`config.mk`:
```
export PLATFORM = sky130hd
export DESIGN_NAME = dil_shift_array
export DESIGN_NICKNAME = d
export VERILOG_FILES = /design/src/rtl/dsa_pkg.sv /design/src/rtl/dsa_base_grid.sv /design/src/rtl/dsa_rate_cfg.sv /design/src/rtl/dsa_stage.sv /design/src/rtl/dil_shift_array.sv
export SDC_FILE = /design/constraint.sdc
export NUM_CORES = 2
export LEC_CHECK = 0
export ABC_CLOCK_PERIOD_IN_PS = 4400
export BUFFER_PORTS_ARGS = -buffer_cell sky130_fd_sc_hd__buf_2
export CAP_MARGIN = 15
export CORE_ASPECT_RATIO = 0.7
export CORE_MARGIN = 3
export CORE_UTILIZATION = 50
export CTS_BUF_LIST = sky130_fd_sc_hd__clkbuf_16
export DETAILED_ROUTE_END_ITERATION = 12
export PLACE_DENSITY = 0.73
export SETUP_SLACK_MARGIN = 0.2
export SYNTH_ARGS = -nofsm -noshare
export SYNTH_HDL_FRONTEND = slang
export SYNTH_SLANG_ARGS = --single-unit
export TNS_END_PERCENT = 50
```
`constraint.sdc`:
```
create_clock -name clk -period 4.4 [get_ports clk]
set_input_delay 0.22 -clock clk [delete_from_list [all_inputs] [get_ports clk]]
set_output_delay 0.22 -clock clk [all_outputs]
set_load 0.01 [all_outputs]
```
`src/rtl/dsa_pkg.sv`:
```
package dsa_pkg;
  typedef enum logic [1:0] {
    DIR_UP    = 2'd0,
    DIR_RIGHT = 2'd1,
    DIR_DOWN  = 2'd2,
    DIR_LEFT  = 2'd3
  } dir_e;
endpackage

```
`src/rtl/dsa_base_grid.sv`:
```
module dsa_base_grid #(
  parameter int ROWS  = 6,
  parameter int COLS  = 6,
  parameter int PIX_W = 8,
  parameter int ROW_W = 3
) (
  input  logic                       clk,
  input  logic                       rst,
  input  logic                       load_en,
  input  logic [ROW_W-1:0]           load_row,
  input  logic [COLS*PIX_W-1:0]      load_data,
  output logic [ROWS*COLS*PIX_W-1:0] grid_q
);
  localparam int RW = COLS * PIX_W;

  always_ff @(posedge clk) begin
    if (rst) begin
      grid_q <= '0;
    end else if (load_en) begin
      for (int r = 0; r < ROWS; r++) begin
        if (int'(load_row) == r) grid_q[r*RW +: RW] <= load_data;
      end
    end
  end

  // the grid only moves under load_en
  p_grid_hold_r2: assert property (@(posedge clk) disable iff (rst)
    !load_en |=> $stable(grid_q));
endmodule

```
`src/rtl/dsa_rate_cfg.sv`:
```
module dsa_rate_cfg #(
  parameter int N_STAGES = 3
) (
  input  logic                clk,
  input  logic                rst,
  input  logic                load_en,
  input  logic                cfg_we,
  input  logic [N_STAGES-1:0] cfg_rate,
  output logic [N_STAGES-1:0] rate_q
);
  always_ff @(posedge clk) begin
    if (rst) begin
      rate_q <= N_STAGES'(1);
    end else if (load_en && cfg_we && (cfg_rate != '0)) begin
      rate_q <= cfg_rate;
    end
  end

  p_rate_nonzero_r3: assert property (@(posedge clk) disable iff (rst)
    rate_q != '0);

  p_rate_hold_r3: assert property (@(posedge clk) disable iff (rst)
    !load_en |=> $stable(rate_q));
endmodule

```
`src/rtl/dsa_stage.sv`:
```
module dsa_stage
  import dsa_pkg::*;
#(
  parameter int ROWS     = 6,
  parameter int COLS     = 6,
  parameter int PIX_W    = 8,
  parameter int N_STAGES = 3,
  parameter int IDX      = 0,
  parameter int OUT_R    = 6,
  parameter int OUT_C    = 6
) (
  input  logic                         clk,
  input  logic                         rst,
  input  logic                         in_vld,
  input  logic [1:0]                   in_dir,
  input  logic [N_STAGES-1:0]          in_rate,
  input  logic [ROWS*COLS*PIX_W-1:0]   in_grid,
  output logic                         out_vld,
  output logic [1:0]                   out_dir,
  output logic [N_STAGES-1:0]          out_rate,
  output logic [OUT_R*OUT_C*PIX_W-1:0] out_grid
);
  localparam int DIST = 1 << IDX;
  localparam int OW   = OUT_R * OUT_C * PIX_W;

  logic [OW-1:0] hd_g, up_g, rt_g, dn_g, lf_g, nx_g;

  for (genvar r = 0; r < OUT_R; r++) begin : g_row
    for (genvar c = 0; c < OUT_C; c++) begin : g_col
      localparam int OB = (r * OUT_C + c) * PIX_W;
      assign hd_g[OB +: PIX_W] = in_grid[(r*COLS+c)*PIX_W +: PIX_W];
      if (r + DIST < ROWS) begin : g_up
        assign up_g[OB +: PIX_W] = in_grid[((r+DIST)*COLS+c)*PIX_W +: PIX_W];
      end else begin : g_up0
        assign up_g[OB +: PIX_W] = '0;
      end
      if (c >= DIST) begin : g_rt
        assign rt_g[OB +: PIX_W] = in_grid[(r*COLS+c-DIST)*PIX_W +: PIX_W];
      end else begin : g_rt0
        assign rt_g[OB +: PIX_W] = '0;
      end
      if (r >= DIST) begin : g_dn
        assign dn_g[OB +: PIX_W] = in_grid[((r-DIST)*COLS+c)*PIX_W +: PIX_W];
      end else begin : g_dn0
        assign dn_g[OB +: PIX_W] = '0;
      end
      if (c + DIST < COLS) begin : g_lf
        assign lf_g[OB +: PIX_W] = in_grid[(r*COLS+c+DIST)*PIX_W +: PIX_W];
      end else begin : g_lf0
        assign lf_g[OB +: PIX_W] = '0;
      end
    end
  end

  always_comb begin
    nx_g = hd_g;
    if (in_rate[IDX]) begin
      case (dir_e'(in_dir))
        DIR_UP:    nx_g = up_g;
        DIR_RIGHT: nx_g = rt_g;
        DIR_DOWN:  nx_g = dn_g;
        DIR_LEFT:  nx_g = lf_g;
      endcase
    end
  end

  always_ff @(posedge clk) begin
    if (rst) begin
      out_vld  <= 1'b0;
      out_dir  <= '0;
      out_rate <= '0;
      out_grid <= '0;
    end else begin
      out_vld <= in_vld;
      if (in_vld) begin
        out_dir  <= in_dir;
        out_rate <= in_rate;
        out_grid <= nx_g;
      end
    end
  end

  // a stage without a request keeps its contents
  p_stage_hold_r10: assert property (@(posedge clk) disable iff (rst)
    !in_vld |=> $stable(out_grid));
endmodule

```
`src/rtl/dil_shift_array.sv`:
```
module dil_shift_array
  import dsa_pkg::*;
#(
  parameter int ROWS     = 6,
  parameter int COLS     = 6,
  parameter int PIX_W    = 8,
  parameter int N_STAGES = 3,
  parameter int TAP      = 3,
  localparam int ROW_W   = $clog2(ROWS),
  localparam int GW      = ROWS * COLS * PIX_W,
  localparam int WW      = TAP * TAP * PIX_W
) (
  input  logic                  clk,
  input  logic                  rst,
  input  logic                  load_en,
  input  logic [ROW_W-1:0]      load_row,
  input  logic [COLS*PIX_W-1:0] load_data,
  input  logic                  cfg_we,
  input  logic [N_STAGES-1:0]   cfg_rate,
  input  logic                  step_valid,
  input  logic [1:0]            step_dir,
  output logic                  win_valid,
  output logic [WW-1:0]         win_taps
);
  logic [GW-1:0]         base_q;
  logic [N_STAGES-1:0]   rate_q;

  logic [N_STAGES-1:0]                 s_vld;
  logic [N_STAGES-1:0][1:0]            s_dir;
  logic [N_STAGES-1:0][N_STAGES-1:0]   s_rate;
  logic [N_STAGES-1:0][GW-1:0]         s_grid;

  logic                  dir_vld_l;
  logic [1:0]            dir_l;
  logic [N_STAGES-1:0]   rate_l;

  dsa_base_grid #(.ROWS(ROWS), .COLS(COLS), .PIX_W(PIX_W), .ROW_W(ROW_W)) base_i (
    .clk(clk), .rst(rst), .load_en(load_en), .load_row(load_row),
    .load_data(load_data), .grid_q(base_q)
  );

  dsa_rate_cfg #(.N_STAGES(N_STAGES)) cfg_i (
    .clk(clk), .rst(rst), .load_en(load_en), .cfg_we(cfg_we),
    .cfg_rate(cfg_rate), .rate_q(rate_q)
  );

  assign s_vld[0]  = step_valid & ~load_en;
  assign s_dir[0]  = step_dir;
  assign s_rate[0] = rate_q;
  assign s_grid[0] = base_q;

  for (genvar h = 0; h < N_STAGES; h++) begin : g_stage
    if (h < N_STAGES - 1) begin : g_mid
      dsa_stage #(.ROWS(ROWS), .COLS(COLS), .PIX_W(PIX_W), .N_STAGES(N_STAGES),
                  .IDX(h), .OUT_R(ROWS), .OUT_C(COLS)) stage_i (
        .clk(clk), .rst(rst),
        .in_vld(s_vld[h]), .in_dir(s_dir[h]), .in_rate(s_rate[h]), .in_grid(s_grid[h]),
        .out_vld(s_vld[h+1]), .out_dir(s_dir[h+1]), .out_rate(s_rate[h+1]),
        .out_grid(s_grid[h+1])
      );
    end else begin : g_last
      dsa_stage #(.ROWS(ROWS), .COLS(COLS), .PIX_W(PIX_W), .N_STAGES(N_STAGES),
                  .IDX(h), .OUT_R(TAP), .OUT_C(TAP)) stage_i (
        .clk(clk), .rst(rst),
        .in_vld(s_vld[h]), .in_dir(s_dir[h]), .in_rate(s_rate[h]), .in_grid(s_grid[h]),
        .out_vld(dir_vld_l), .out_dir(dir_l), .out_rate(rate_l),
        .out_grid(win_taps)
      );
    end
  end

  assign win_valid = dir_vld_l;

  // every emitted window was formed with a nonzero rate
  p_win_rate_r3: assert property (@(posedge clk) disable iff (rst)
    win_valid |-> rate_l != '0);

  for (genvar a = 0; a < TAP; a++) begin : g_fill_chk
    // a right move of at least one leaves tap column 0 empty
    p_right_fill_r6: assert property (@(posedge clk) disable iff (rst)
      (win_valid && dir_e'(dir_l) == DIR_RIGHT) |-> win_taps[(a*TAP)*PIX_W +: PIX_W] == '0);
    // a down move of at least one leaves tap row 0 empty
    p_down_fill_r6: assert property (@(posedge clk) disable iff (rst)
      (win_valid && dir_e'(dir_l) == DIR_DOWN) |-> win_taps[a*PIX_W +: PIX_W] == '0);
  end
endmodule

```
Word-level counts from Yosys, hierarchy flattened
Cells that the tools add are included.
- register bits after elaboration: 928
- output and inout port bits: 73
- word-level logic and storage cells: 53
- eq/ne operators: 14
- muxes and demuxes: 6
- reductions and logical operators: 14
- bitwise operators: 2
- operators by type and width (kind ; number):
    288-bit case mux with 4 select lines ; 1
    264-bit case mux with 4 select lines ; 1
    288-bit two-way mux ; 1
    264-bit two-way mux ; 1
    72-bit case mux with 3 select lines ; 1
    72-bit two-way mux ; 1
    2-bit == test, second input constant ; 6
    3-bit == test, second input constant ; 4
    2-bit AND reduction ; 6
    2-bit by 1-bit == test with 1-bit output, second input constant ; 3
    2-bit logical NOT ; 3
    3-bit by 2-bit == test with 1-bit output, second input constant ; 1
    3-bit logical NOT ; 1
    3-bit nonzero test ; 1
    1-bit logical AND ; 2
    2-bit OR reduction ; 1
    1-bit bitwise AND ; 1
    1-bit inverter ; 1

Depth between registers and ports, before layout
- depth after elaboration: 4
- gate-level depth with buffers: 8
- mapped depth without buffers: 4

Hierarchy
A second synthesis with hierarchy kept.
- cell total of the unflattened synthesis: 5776
- area total of the unflattened synthesis: 50554.7 sq um
- by module, submodules not included (module ; cells each ; seq. area each (sq um) ; times used ; area an instance (sq um)):
    dsa_stage (g_stage[0].g_mid.stage_i) ; 2338 ; 5885.6 ; 1 ; 18609.1
    dsa_stage (g_stage[1].g_mid.stage_i) ; 2089 ; 5885.6 ; 1 ; 17222.8
    dsa_base_grid ; 992 ; 5765.5 ; 1 ; 11177.0
    dsa_stage (g_stage[2].g_last.stage_i) ; 342 ; 1561.5 ; 1 ; 3389.5
    dsa_rate_cfg ; 14 ; 60.1 ; 1 ; 142.6
    dil_shift_array ; 1 ; 0.0 ; 1 ; 13.8

Worst setup path after synthesis
No wires, ideal clock.
- path kind: reg-to-reg
- start point: reg g_stage[0].g_mid.stage_i.out_dir[0]
- end point: reg g_stage[1].g_mid.stage_i.out_grid[261]
- arrival: 1456 ps
- path slack: 2812 ps
- cell stages (with the launch flop): 6
- setup time: 133 ps
- path through: dfxtp_1 -> buf_2 -> clkbuf_1 -> mux2_2 -> a221oi_1 -> o32ai_1
- cells in the longest elaborated chain, start to end: 3
- elaborated cells between the ends (all ways): 6
- those cells by class: 3 x eq/ne; 2 x mux; 1 x reduce/logical
- RTL lines (element ; line ; text):
    from (decl) ; dsa_stage.sv:19 ; output logic [1:0] out_dir,
    from (signal assigned) ; dsa_stage.sv:76 ; out_dir <= in_dir;
    2-bit == test, or another cell as far along ; dsa_stage.sv:58 ; case (dir_e'(in_dir))
    264-bit case mux with 4 select lines (*) ; dsa_stage.sv:58 ;
    264-bit two-way mux (*) ; dsa_stage.sv:57 ; if (in_rate[IDX]) begin
    to (signal assigned) ; dsa_stage.sv:78 ; out_grid <= nx_g;
    to (decl) ; dsa_stage.sv:21 ; output logic [OUT_R*OUT_C*PIX_W-1:0] out_grid
Every way passes the cells marked *; elsewhere a longest branch is shown, timed or not.
A chain may end at the register's enable or synchronous reset.

==> key figures <==
Status
  • Outcome: complete, no violations

Synthesis
  • Sequential-to-total area share from yosys stat: 40.1%
  • Ys flop type: dfxtp_1
  • Post-synth ARST share: 0%
  • Synth top area share: 40.1%
  • Syn Inst Count: between 5000 and 6000
  • Yosys Warn Count: 0
  • Synth Register Bits: around 810
  • Netlist Area Pre-Place: ~41000 sq um
  • Synth Net Count: roughly 5200
  • Mapped Avg Cell Area: around 7.9 sq um
  • Ranking of synthesized cells by area: dfxtp_1 (40%), nand2_1 (8.6%), a21oi_1 (6.6%), mux2i_1 (6.0%), o21ai_0 (4.1%)
  • Top-count cell post-synth: nand2_1
  • Post-synth EDFFs: 0
  • Post-synth cell types: 52
  • Post-synth top area cell: dfxtp_1
  • Commonest cells in the synthesized netlist: nand2_1 (932), dfxtp_1 (813), a21oi_1 (538)

Detailed routing
  • First-pass DRT Iterations: 6
  • Via count: slightly above 40000
  • Post-route ant nets: 0
  • Met3 routed WL: 21600 um
  • Vias per inst: 6.69
  • Avg WL per Cell: roughly 27 um
  • Final WL: approximately 160000 um
  • Met2 wire length: between 60000 and 70000 um
  • Met1 WL: between 60000 and 70000 um
  • DR top layer: met5
  • Initial DRC count: roughly 6700
  • Number of remaining DRC errors: 0

Clock network
  • Clock sink count: ~810
  • CTS tree: done
  • Clock buffer depth: 3
  • CTS Buf Count: between 70 and 80
  • CTS clock-pin slew for the worst setup and hold paths: roughly 70 ps
  • Clk_lat worst skew: ~650 ps
  • Setup bufs post-CTS: 0
  • Clock H-tree levels: 3
  • Root buffer cell: clkbuf_16

Placement
  • Buffers on Ports: between 100 and 150
  • Post-DP HPWL: just over 100000 um
  • Worst slack, placed: around 1900 ps
  • Global placer's final weighted congestion: between 0.9 and 1

Floorplanning
  • Initial core utilization: 51.0%
  • Core area: approximately 80000 sq um
  • Die area: roughly 85000 sq um
  • Io pins: 134
  • Row count: between 80 and 90
  • Chip width: about 350 um
  • Die Height: 244 um

Layout
  • Layout cells sized above 1: under 10%
  • Fill count: about 7400
  • Fin nets: 5027
  • Area Overhead vs Synth: 8.76%

Critical path
  • Crit end category: register
  • Worst setup SP type: register
  • Worst path required time: between 4000 and 5000 ps
  • Crit path kind: reg2reg
  • Worst-path maximum fanout: between 50 and 60
  • Data arrival, critical path: 3180 ps

Timing
  • Worst-Margin Slew: between 1000 and 1500 ps
  • Clock skew: about 29 ps
  • Post-route clock period utilization: between 60 and 70%
  • Setup TNS: 0 ps
  • RSZ-0062 raised after global routing: false
  • Slew margin rel.: 21.3%
  • Final hold violation count: 0
  • Fmax: ~0.38 GHz
  • Post-layout min period: ~2700 ps
  • Setup slack after layout: roughly 1700 ps
  • Finish-stage setup viols: 0
  • Fin. max-slew vios: 0

GRT
  • First-pass GRT wire length: 242000 um
  • Initial antenna violation count: 20
  • Vias in the first global route: roughly 37000
  • Largest net degree at the start of global routing: 185
  • Total grt overflow: 0
  • Overall routing resource usage: 37.0%

Power
  • Pwr/cell area: about 370 nW/um^2
  • Worst VDD drop: between 200 and 300 uV
  • Pleak: between 10 and 15 nW

Job
  • Max Cap Viol: 0

Min path
  • Hold Path Class: in2reg
==> area by class of cell <==
cell class	instances	area, sq um	share of cell area, %
Clock inverter	54	358	0.811
Timing Repair Buffer	269	2060	4.67
Sequential cell	813	16300	37.0
Multi-Input combinational cell	3657	21400	48.6
Tap cell	1056	1320	3.00
Clock buffer	81	2030	4.60
Antenna cell	12	30.0	0.0681
Inverter	148	561	1.27
==> through the flow <==
step           instance area [sq um]  std cells  power [mW]  hold slack (ps)  utilization, %
3_5_place_dp                   41100       5889        9.71              439            51.7
2_1_floorplan                  40600       5141        9.10              356               -
4_1_cts                        44100       6077        16.2             13.4            55.4
3_3_place_gp                   41100       5889        9.68              436            51.7
5_1_grt                        44100       6083        16.7             74.0            55.4
6_report                       44100       6090        16.3             25.7            55.5
==> where the power goes <==
group	leakage (nW)	internal [mW]	total, mW	switching, mW
logic	6.84	0.563	1.75	1.19
registers	6.61	7.61	7.94	0.329
clock network	1.24	3.60	6.61	3.01
==> state kept, by name (all words and copies together), names as in the netlist <==
signal and count:
base_i.grid_q 288, cfg_i.rate_q 3, g_stage.g_last.stage_i.out_grid 72, g_stage.g_last.stage_i.out_vld 1, g_stage.g_mid.stage_i.out_dir 4, g_stage.g_mid.stage_i.out_grid 440, g_stage.g_mid.stage_i.out_rate 3, g_stage.g_mid.stage_i.out_vld 2
==> worst paths after layout <==
path	from	end	slack, ps	cells past startpoint
hold reg to reg	g_stage[1].g_mid.stage_i.out_grid[128]	g_stage[2].g_last.stage_i.out_grid[48]	450	2
setup reg to reg	g_stage[0].g_mid.stage_i.out_vld	g_stage[1].g_mid.stage_i.out_grid[109]	1740	4
hold / removal	rst	g_stage[1].g_mid.stage_i.out_rate[2]	30	2
setup / recovery	g_stage[0].g_mid.stage_i.out_vld	g_stage[1].g_mid.stage_i.out_grid[109]	1740	4
==> cell usage in the layout, fill, tap and decap left out, types with 7 or more instances in the layout <==
cell and count:
o32ai_1 80, o211ai_1 51, buf_4 66, nor3b_1 14, mux2i_1 245, o22ai_1 65
buf_2 130, clkinv_1 18, clkbuf_16 81, o311a_1 18, a311o_1 7, a22o_1 54
nand3_1 127, a31o_2 8, buf_12 17, a222oi_1 10, nor2_1 312, a22oi_1 9
o221ai_1 28, a21o_1 9, and3_1 7, dfxtp_1 807, o21ai_0 335, a211oi_1 217
inv_1 166, a221oi_1 133, a31oi_1 49, nor2b_1 48, mux2_2 87, a311oi_1 54
a21oi_1 538, nor3_1 52, dlygate4sd3_1 53, nand2b_1 98, diode_2 12, nand3b_1 13
nand2_1 927
==> logic make-up after synthesis <==
| group | after synthesis | share of synthesized area, % |
|---|---|---|
| buffers and inverters | 671 | 7.41 |
| multiplexers | 332 | 8.46 |
| AND/OR/NAND/NOR | 1636 | 17.1 |
| flip-flops | 813 | 40.1 |
| AO/OA/AOI/OAI | 1689 | 26.9 |
==> repair_timing <==
| action | 4_1_cts | 5_1_grt |
|---|---|---|
| resized for setup | 0 | 0 |
| endpoints found under the hold margin | 291 | 0 |
| hold buffers | 53 | 0 |
| setup endpoints to repair | 0 | 0 |
==> per-layer routing <==
layer | track usage (%) | up-vias
met5 | 0 | -
met4 | 22.1 | 16
met3 | 9.20 | 515
met2 | 50.6 | 2837
met1 | 52.0 | 19300
li1 | - | 18100
==> worst max-delay path: stages (launching register included) <==
cell     delay (ps)
dfxtp_4         760
nor2b_4        1060
buf_12          330
o21ai_0         170
o32ai_1         170
Note: power is estimated with default switching activity, not from simulation.
